## src/rtl/dwc_pkg.sv

```systemverilog
package dwc_pkg;

  function automatic int gcd_f(input int a, input int b);
    int x;
    int y;
    int t;
    x = a;
    y = b;
    while (y != 0) begin
      t = x % y;
      x = y;
      y = t;
    end
    return x;
  endfunction

  function automatic int lcm_f(input int a, input int b);
    return (a / gcd_f(a, b)) * b;
  endfunction

  function automatic int cnt_w(input int n);
    return (n > 1) ? $clog2(n) : 1;
  endfunction

endpackage

```

## src/rtl/dwc_pack.sv

```systemverilog
module dwc_pack #(
  parameter int NW = 2,
  parameter int WW = 8
) (
  input  logic          clk,
  input  logic          rst,
  input  logic          s_valid,
  output logic          s_ready,
  input  logic [NW-1:0] s_data,
  output logic          m_valid,
  input  logic          m_ready,
  output logic [WW-1:0] m_data
);
  localparam int RATIO = WW / NW;
  localparam int CW    = dwc_pkg::cnt_w(RATIO);
  localparam int AW    = (RATIO - 1) * NW;
  localparam logic [CW-1:0] LAST = CW'(RATIO - 1);

  logic [CW-1:0] cnt_q;
  logic [AW-1:0] acc_q;
  logic [WW-1:0] word_q;
  logic          vld_q;
  logic          take;
  logic          at_last;

  assign at_last = (cnt_q == LAST);
  assign s_ready = !at_last || !vld_q || m_ready;
  assign take    = s_valid && s_ready;
  assign m_valid = vld_q;
  assign m_data  = word_q;

  always_ff @(posedge clk) begin
    if (rst) begin
      cnt_q <= '0;
      vld_q <= 1'b0;
    end else begin
      if (take && at_last) begin
        vld_q <= 1'b1;
        cnt_q <= '0;
      end else begin
        if (m_ready) vld_q <= 1'b0;
        if (take) cnt_q <= cnt_q + 1'b1;
      end
    end
  end

  always_ff @(posedge clk) begin
    if (take) begin
      if (at_last) begin
        word_q <= {s_data, acc_q};
      end else begin
        for (int i = 0; i < RATIO - 1; i++) begin
          if (cnt_q == CW'(i)) acc_q[i*NW +: NW] <= s_data;
        end
      end
    end
  end

endmodule

```

## src/rtl/dwc_slice.sv

```systemverilog
module dwc_slice #(
  parameter int WW = 8,
  parameter int NW = 2
) (
  input  logic          clk,
  input  logic          rst,
  input  logic          s_valid,
  output logic          s_ready,
  input  logic [WW-1:0] s_data,
  output logic          m_valid,
  input  logic          m_ready,
  output logic [NW-1:0] m_data
);
  localparam int RATIO = WW / NW;
  localparam int CW    = dwc_pkg::cnt_w(RATIO);
  localparam logic [CW-1:0] LAST = CW'(RATIO - 1);

  logic [CW-1:0] idx_q;
  logic [WW-1:0] word_q;
  logic          vld_q;
  logic          take;
  logic          emit;

  assign emit    = vld_q && m_ready;
  assign s_ready = !vld_q || (m_ready && idx_q == LAST);
  assign take    = s_valid && s_ready;
  assign m_valid = vld_q;

  always_comb begin
    m_data = word_q[NW-1:0];
    for (int i = 1; i < RATIO; i++) begin
      if (idx_q == CW'(i)) m_data = word_q[i*NW +: NW];
    end
  end

  always_ff @(posedge clk) begin
    if (rst) begin
      vld_q <= 1'b0;
      idx_q <= '0;
    end else if (take) begin
      vld_q <= 1'b1;
      idx_q <= '0;
    end else if (emit) begin
      if (idx_q == LAST) vld_q <= 1'b0;
      else idx_q <= idx_q + 1'b1;
    end
  end

  always_ff @(posedge clk) begin
    if (take) word_q <= s_data;
  end

endmodule

```

## src/rtl/dwc_frame_gate.sv

```systemverilog
module dwc_frame_gate #(
  parameter int FRAME_WORDS = 8,
  parameter int REP_W       = 16
) (
  input  logic             clk,
  input  logic             rst,
  input  logic [REP_W-1:0] reps,
  input  logic             fire,
  output logic             open
);
  localparam int WCW = dwc_pkg::cnt_w(FRAME_WORDS);
  localparam logic [WCW-1:0] WLAST = WCW'(FRAME_WORDS - 1);

  logic [WCW-1:0]   word_q;
  logic [REP_W-1:0] frame_q;

  assign open = (frame_q < reps);

  always_ff @(posedge clk) begin
    if (rst) begin
      word_q  <= '0;
      frame_q <= '0;
    end else if (fire) begin
      if (word_q == WLAST) begin
        word_q  <= '0;
        frame_q <= frame_q + 1'b1;
      end else begin
        word_q <= word_q + 1'b1;
      end
    end
  end

endmodule

```

## src/rtl/dwc_stream_conv.sv

```systemverilog
module dwc_stream_conv #(
  parameter int IN_W        = 6,
  parameter int OUT_W       = 4,
  parameter int FRAME_WORDS = 8,
  parameter int REP_W       = 16
) (
  input  logic             clk,
  input  logic             rst,
  input  logic [REP_W-1:0] reps,
  input  logic             in_valid,
  output logic             in_ready,
  input  logic [IN_W-1:0]  in_data,
  output logic             out_valid,
  input  logic             out_ready,
  output logic [OUT_W-1:0] out_data
);
  localparam int MID_W = dwc_pkg::lcm_f(IN_W, OUT_W);

  // frame must fill a whole number of intermediate words
  if ((FRAME_WORDS * IN_W) % MID_W != 0) begin : g_bad_frame
    $error("frame bit count is not a multiple of the common width");
  end

  logic core_valid;
  logic core_ready;
  logic gate_open;

  assign core_valid = in_valid && gate_open;
  assign in_ready   = core_ready && gate_open;

  dwc_frame_gate #(.FRAME_WORDS(FRAME_WORDS), .REP_W(REP_W)) gate_i (
    .clk(clk), .rst(rst), .reps(reps),
    .fire(in_valid && in_ready), .open(gate_open)
  );

  if (IN_W % OUT_W == 0) begin : g_slice
    dwc_slice #(.WW(IN_W), .NW(OUT_W)) slc_i (
      .clk(clk), .rst(rst),
      .s_valid(core_valid), .s_ready(core_ready), .s_data(in_data),
      .m_valid(out_valid), .m_ready(out_ready), .m_data(out_data)
    );
  end else if (OUT_W % IN_W == 0) begin : g_pack
    dwc_pack #(.NW(IN_W), .WW(OUT_W)) pck_i (
      .clk(clk), .rst(rst),
      .s_valid(core_valid), .s_ready(core_ready), .s_data(in_data),
      .m_valid(out_valid), .m_ready(out_ready), .m_data(out_data)
    );
  end else begin : g_two_stage
    logic             mid_valid;
    logic             mid_ready;
    logic [MID_W-1:0] mid_data;

    dwc_pack #(.NW(IN_W), .WW(MID_W)) pck_i (
      .clk(clk), .rst(rst),
      .s_valid(core_valid), .s_ready(core_ready), .s_data(in_data),
      .m_valid(mid_valid), .m_ready(mid_ready), .m_data(mid_data)
    );
    dwc_slice #(.WW(MID_W), .NW(OUT_W)) slc_i (
      .clk(clk), .rst(rst),
      .s_valid(mid_valid), .s_ready(mid_ready), .s_data(mid_data),
      .m_valid(out_valid), .m_ready(out_ready), .m_data(out_data)
    );
  end

endmodule

```

## config.mk

```make
export PLATFORM = sky130hd
export DESIGN_NAME = dwc_stream_conv
export DESIGN_NICKNAME = d
export VERILOG_FILES = /design/src/rtl/dwc_pkg.sv /design/src/rtl/dwc_pack.sv /design/src/rtl/dwc_slice.sv /design/src/rtl/dwc_frame_gate.sv /design/src/rtl/dwc_stream_conv.sv
export SDC_FILE = /design/constraint.sdc
export NUM_CORES = 1
export LEC_CHECK = 0
export ABC_CLOCK_PERIOD_IN_PS = 2500
export BUFFER_PORTS_ARGS = -buffer_cell sky130_fd_sc_hd__buf_4
export CAP_MARGIN = 0
export CORE_ASPECT_RATIO = 1.2
export CORE_MARGIN = 2
export CORE_UTILIZATION = 50
export DETAILED_ROUTE_END_ITERATION = 8
export PLACE_DENSITY = 0.73
export SLEW_MARGIN = 5
export SYNTH_ARGS = -nofsm -noshare
export SYNTH_HDL_FRONTEND = slang
export SYNTH_SLANG_ARGS = --single-unit
```

## constraint.sdc

```tcl
create_clock -name clk -period 2.5 [get_ports clk]
set_clock_uncertainty 0.1 [all_clocks]
set_input_delay 0.25 -clock clk [delete_from_list [all_inputs] [get_ports clk]]
set_output_delay 0.25 -clock clk [all_outputs]
set_load 0.01 [all_outputs]
```

# Word-level counts from Yosys, hierarchy flattened
# Cells that the tools add are included.
# word_totals
output_inout_bits	6
input_bits	26
ff_bits	54
# op_classes
n_addsub	4
bitwise_logic	2
n_reduce_logical	24
muxes	8
n_lt_le_gt_ge	1
eq_ne	3
# ops
cell	n
adder 16 x 1 -> 16 bit, second input constant	1
< comparator 16 bit	1
AND reduction 2 bit	5
logical AND 1 bit	8
two-way mux 4 bit	2
nonzero test 2 bit	3
two-way mux 1 bit	5
OR reduction 2 bit	2
adder 3 x 1 -> 3 bit, second input constant	1
equality test 3 bit, second input constant	1
logical NOT 1 bit	3
logical OR 1 bit	3
two-way mux 3 bit	1
adder 2 x 1 -> 2 bit, second input constant	1
equality test 2 x 1 -> 1 bit, second input constant	1
equality test 2 bit, second input constant	1
inverter 1 bit	2
adder 1 bit, second input constant	1

# Longest topological paths before layout
# logic_depth
ltp_word	7
depth_mapped	9
mapped_depth_nobuf	7

# By module
# From an unflattened synthesis, not the netlist that was laid out.
# hier_totals
hier_cells	225
area_unflattened_um2	2524.9
# by_module_without_submodules
module	cells_per_inst	instances	area_each_um2	seq_area_each_um2
dwc_frame_gate	146	1	1243.7	380.4
dwc_pack	29	1	633.1	580.6
dwc_slice	47	1	629.4	420.4
dwc_stream_conv	3	1	18.8	0.0

# Worst setup path before layout
# OpenSTA, ideal clock, no wires.
# synth_timing
path_type	reg-to-reg
startpoint	register gate_i.frame_q[9]
endpoint	register g_two_stage.pck_i.acc_q[0], enable pin
path_stages_with_launch	7
arrival_time_ns	1.864
t_required_ns	2.024
path_buffers	1
slack_ns	0.159
cell_sequence	dfxtp_1 ha_1 and4_4 and2_4 a22o_4 buf_6 nor4_2
# synth_between
elab_chain_len	4
# synth_lines
item	line	rtl
start: declaration	dwc_frame_gate.sv:15	logic [REP_W-1:0] frame_q;
start signal: assignment	dwc_frame_gate.sv:26	frame_q <= frame_q + 1'b1;
< comparator 16 bit	dwc_frame_gate.sv:17	assign open = (frame_q < reps);
logical AND 1 bit	dwc_stream_conv.sv:28	assign core_valid = in_valid && gate_open;
logical AND 1 bit	dwc_pack.sv:28	assign take = s_valid && s_ready;
AND reduction 2 bit (no source line)	n/a	
end signal: indexed assignment	dwc_pack.sv:53	if (cnt_q == CW'(i)) acc_q[i*NW +: NW] <= s_data;
end: declaration	dwc_pack.sv:20	logic [AW-1:0] acc_q;
# Every way passes these cells.
# A chain may end at the register's enable or synchronous reset.

# Worst setup path after layout
# layout_timing
startpoint	register gate_i.frame_q[13]
endpoint	output port in_ready
# layout_between
elab_chain_len	2
# layout_lines
item	line	rtl
< comparator 16 bit	dwc_frame_gate.sv:17	
logical AND 1 bit	dwc_stream_conv.sv:29	assign in_ready = core_ready && gate_open;
end: declaration	dwc_stream_conv.sv:11	output logic in_ready,
# Every way passes these cells.

==> results.md <==
| Parameter | This run |
| --- | --- |
| Maximum level of the CTS H-tree | 2 |
| Post-DRT Antenna Nets | 0 |
| Effective utilization at floorplan | 0.511 |
| Leakage | 0.00134 uW |
| Number of top-level pins | 32 |
| Final critical delay including setup and external delays | 2.39 ns |
| Yosys warnings | 0 |
| Clock network latency to the later pin of the worst-skew pair | 0.31 ns |
| Total Die Area | 6340 sq um |
| Height of the die | 86.8 um |
| Max transition margin | 0.432 |
| Non-Filler Cell Area, Final | 3300 sq um |
| Setup Crit Path Kind | reg -> out |
| Startpoint of the worst register-to-register path | gate_i.frame_q[2]$_SDFFE_PP0P_ |
| Layout net count | 348 |
| Cell with the most instances after synthesis | sky130_fd_sc_hd__edfxtp_1 |
| Drt initial violations | 75 |
| IR drop worst, VDD | 0.000318 V |
| Number of antenna violations at the first check in global routing | 0 |
| Syn Std Cell Area | 2860 sq um |
| Tightest Pin Transition | 0.852 ns |
| Max Buffers Root-to-Sink | 2 |
| Top fanout value on the critical path | 10 |
| # diodes | 0 |
| Clock sink count | 54 |
| Dpl cell area | 3170 sq um |
| Syn Inst Count | 265 |
| Final setup violation count | 0 |
| Detailed-router iteration count before antenna repair | 4 |
| Number of distinct library cells after synthesis | 45 |
| Maximum achievable frequency | 419 MHz |
| Net Switching | 363 uW |
| Detailed-route wire length | 5.27 mm |
| Library cell occupying the most area in the post-synthesis netlist | sky130_fd_sc_hd__edfxtp_1 |
| Main flop type after synthesis | sky130_fd_sc_hd__edfxtp_1 |
| Run status | complete, no violations |
| Layout cell share with drive strength beyond 1 | 0.254 |
| Post-synthesis net count | 311 |
| Core Area | 5590 sq um |
| Endpoint of the worst hold-timing path | g_two_stage.pck_i.acc_q[1]$_DFFE_PP_ |
| Launch instance of the worst min-delay path | in_data[1] |
| Avg WL per Cell | 14.4 um |
| Arr. time, crit path | 2.04 ns |
| Average cell area after synthesis | 10.8 sq um |
| Cell types with the largest area share after synthesis | sky130_fd_sc_hd__edfxtp_1, sky130_fd_sc_hd__dfxtp_1, sky130_fd_sc_hd__ha_1 |
| Synth top area share | 0.315 |
| Portion of total power attributed to the clock network | 0.351 |
| Number of enable flip-flop cells after synthesis | 30 |
| Share of total power consumed by net switching | 0.215 |
| Mean number of vias per cell | 5.56 |
| CTS tree | built |
| Via count of the first global-routing pass | 2,000 |
| Slew Limit Fails | 0 |
| Cell count of the worst reg-to-reg path | 7 |
| Fraction of the yosys area taken by sequential cells | 0.483 |
| All-Layer GR Usage | 0.175 |
| P_int | 1320 uW |
| Synthesis-stage register bit count | 54 |
| Fraction of registers with async set/reset | 0 |
| Remaining global-route overflow | 0 |
| Required time of the critical path | 2.15 ns |
| Placer's final routability congestion estimate | 0.755 |
| Detail Placement HPWL | 3.97 mm |
| FF-to-FF setup slack | 0.20 ns |
| Total Negative Setup Slacks | 0 ns |
| Maximum number of pins on one net before global-route repair | 39 |
| Type of element launching the critical path | flip-flop |
| Power per Cell Area | 512 nW/um^2 |
| Via count of the routed design | 2,041 |
| Number of hold violations in the final report | 0 |
| Number of hold buffers added after CTS | 0 |
| Wire length of the first global-routing pass | 8.71 mm |
| Sequential share of power | 0.575 |
| Ranking of synthesized cells by instance count | sky130_fd_sc_hd__edfxtp_1, sky130_fd_sc_hd__dfxtp_1, sky130_fd_sc_hd__nor2_1 |
| Max-cap viol count | 0 |
| Path type of the worst min-delay path | in -> reg |
| Reg2reg end | g_two_stage.pck_i.m_data[0]$_DFFE_PP_ |
| Master cell of the clock root buffer | sky130_fd_sc_hd__clkbuf_8 |
| Comb pwr share | 0.074 |
| Final standard cell utilization of the core | 0.590 |
| Total number of placement rows | 30 |
| Horizontal die dimension | 73.0 um |
| Clock-pin slew of the registers on the worst-case setup and hold paths | 0.10 ns |
| Number of remaining DRC errors | 0 |
| Clock buffers created by TritonCTS | 5 |
| Quantity of I/O buffers inserted on ports | 31 |
| Placed insts | 358 |
| Area growth from synthesis to layout | 15.4% |
| Non-Filler Instances | 367 |
| Cell depth of the worst hold path | 1 |
| Fin crit share | 0.955 |
| Category of the worst setup path capture point | output pin |
[placed cells by master (no fill, tap or decap), types with 4 or more instances in the layout]
master,Yosys,layout
sky130_fd_sc_hd__buf_4,2,41
sky130_fd_sc_hd__edfxtp_1,30,30
sky130_fd_sc_hd__nor2_1,23,23
sky130_fd_sc_hd__dfxtp_1,24,22
sky130_fd_sc_hd__inv_1,21,21
sky130_fd_sc_hd__ha_1,20,20
sky130_fd_sc_hd__nor2b_1,18,18
sky130_fd_sc_hd__nand2_1,14,14
sky130_fd_sc_hd__nand4_1,13,13
sky130_fd_sc_hd__a21oi_1,10,10
sky130_fd_sc_hd__nand3_1,9,9
sky130_fd_sc_hd__mux2_2,9,9
sky130_fd_sc_hd__o21ai_0,8,8
sky130_fd_sc_hd__nor4_1,6,6
sky130_fd_sc_hd__nor4_2,5,5
sky130_fd_sc_hd__mux2_1,5,5
sky130_fd_sc_hd__o31ai_1,5,5
sky130_fd_sc_hd__clkbuf_8,0,5
sky130_fd_sc_hd__mux2i_1,4,4
[logic make-up (layout without fill, tap and decap cells)]
kind of cell    Yosys count  in the layout  share of synthesized area
buf+inv                  32             70                     0.0508
mux                      18             18                     0.0692
fa+ha+maj                20             20                     0.0876
flops                    54             54                      0.483
simple gates            102            102                      0.210
compound gates           39             39                     0.0994
[worst max-delay path: stages, from the launching register on]
cell and delay (ns):
sky130_fd_sc_hd__dfxtp_1 0.40, sky130_fd_sc_hd__ha_1 0.27, sky130_fd_sc_hd__and4_4 0.20, sky130_fd_sc_hd__and2_4 0.14, sky130_fd_sc_hd__a22oi_1 0.21, sky130_fd_sc_hd__buf_4 0.22, sky130_fd_sc_hd__and3_1 0.17, sky130_fd_sc_hd__buf_4 0.12
[final cells by class]
cell class                 instances  area, sq um
clock buffer                       5         68.8
clock inverter                     3         47.5
fill                             490         2290
inverter                          21         78.8
multi-input combinational        179         1330
sequential                        54         1380
tap                               64         80.1
timing repair buffer              41          308
[stage by stage]
step | power [uW] | hold slack, ns | setup slack, ns
after floorplan | 1060 | 0.249 | 0.159
after global placement | 1110 | 0.300 | 0.227
after detailed placement | 1120 | 0.305 | 0.222
after CTS | 1700 | 0.0154 | 0.0586
after global routing | 1750 | 0.0131 | -0.000631
final | 1690 | 0.0184 | 0.111
[state kept, by name, summed over array words and instances (netlist names)]
name / cells
gate_i.frame_q: 16
g_two_stage.slc_i.m_valid: 1
g_two_stage.slc_i.word_q: 12
g_two_stage.pck_i.at_last: 1
g_two_stage.pck_i.m_data: 12
gate_i.word_q: 3
g_two_stage.pck_i.m_valid: 1
g_two_stage.slc_i.idx_q: 2
g_two_stage.pck_i.acc_q: 6
[repair_timing]
| action | 4_1_cts | 5_1_grt |
|---|---|---|
| buffers inserted | 0 | 1 |
| resized for setup | 0 | 2 |
| setup endpoints to repair | 0 | 1 |
[how the worst max path moves through the flow]
stage          cells after the start  slack (ns)                               endpoint                       startpoint
6_report                           7        0.11                               in_ready  gate_i.frame_q[13]$_SDFFE_PP0P_
5_1_grt                            7     -0.0006                               in_ready  gate_i.frame_q[11]$_SDFFE_PP0P_
4_1_cts                            7        0.06                               in_ready   gate_i.frame_q[8]$_SDFFE_PP0P_
3_5_place_dp                       7        0.22  g_two_stage.pck_i.m_data[1]$_DFFE_PP_   gate_i.frame_q[2]$_SDFFE_PP0P_
3_3_place_gp                       7        0.23  g_two_stage.pck_i.m_data[1]$_DFFE_PP_   gate_i.frame_q[2]$_SDFFE_PP0P_
2_1_floorplan                      6        0.16   g_two_stage.pck_i.acc_q[0]$_DFFE_PP_   gate_i.frame_q[9]$_SDFFE_PP0P_
[power groups by stage]
stage | Combinational (uW) | Clock [uW] | Sequential, uW
after global routing | 140 | 638 | 972
final | 126 | 592 | 969
after detailed placement | 126 | 0 | 990
after global placement | 121 | 0 | 989
after CTS | 127 | 605 | 970
after floorplan | 67.6 | 0 | 988
[per-layer routing]
layer | up-vias | track usage | wire length (um)
met5 | - | 0 | 0
met4 | 0 | 0.0471 | 64
met3 | 6 | 0.0326 | 124
met2 | 30 | 0.334 | 2840
met1 | 963 | 0.194 | 2250
li1 | 1042 | - | -
(Power assumes the default switching activity.)
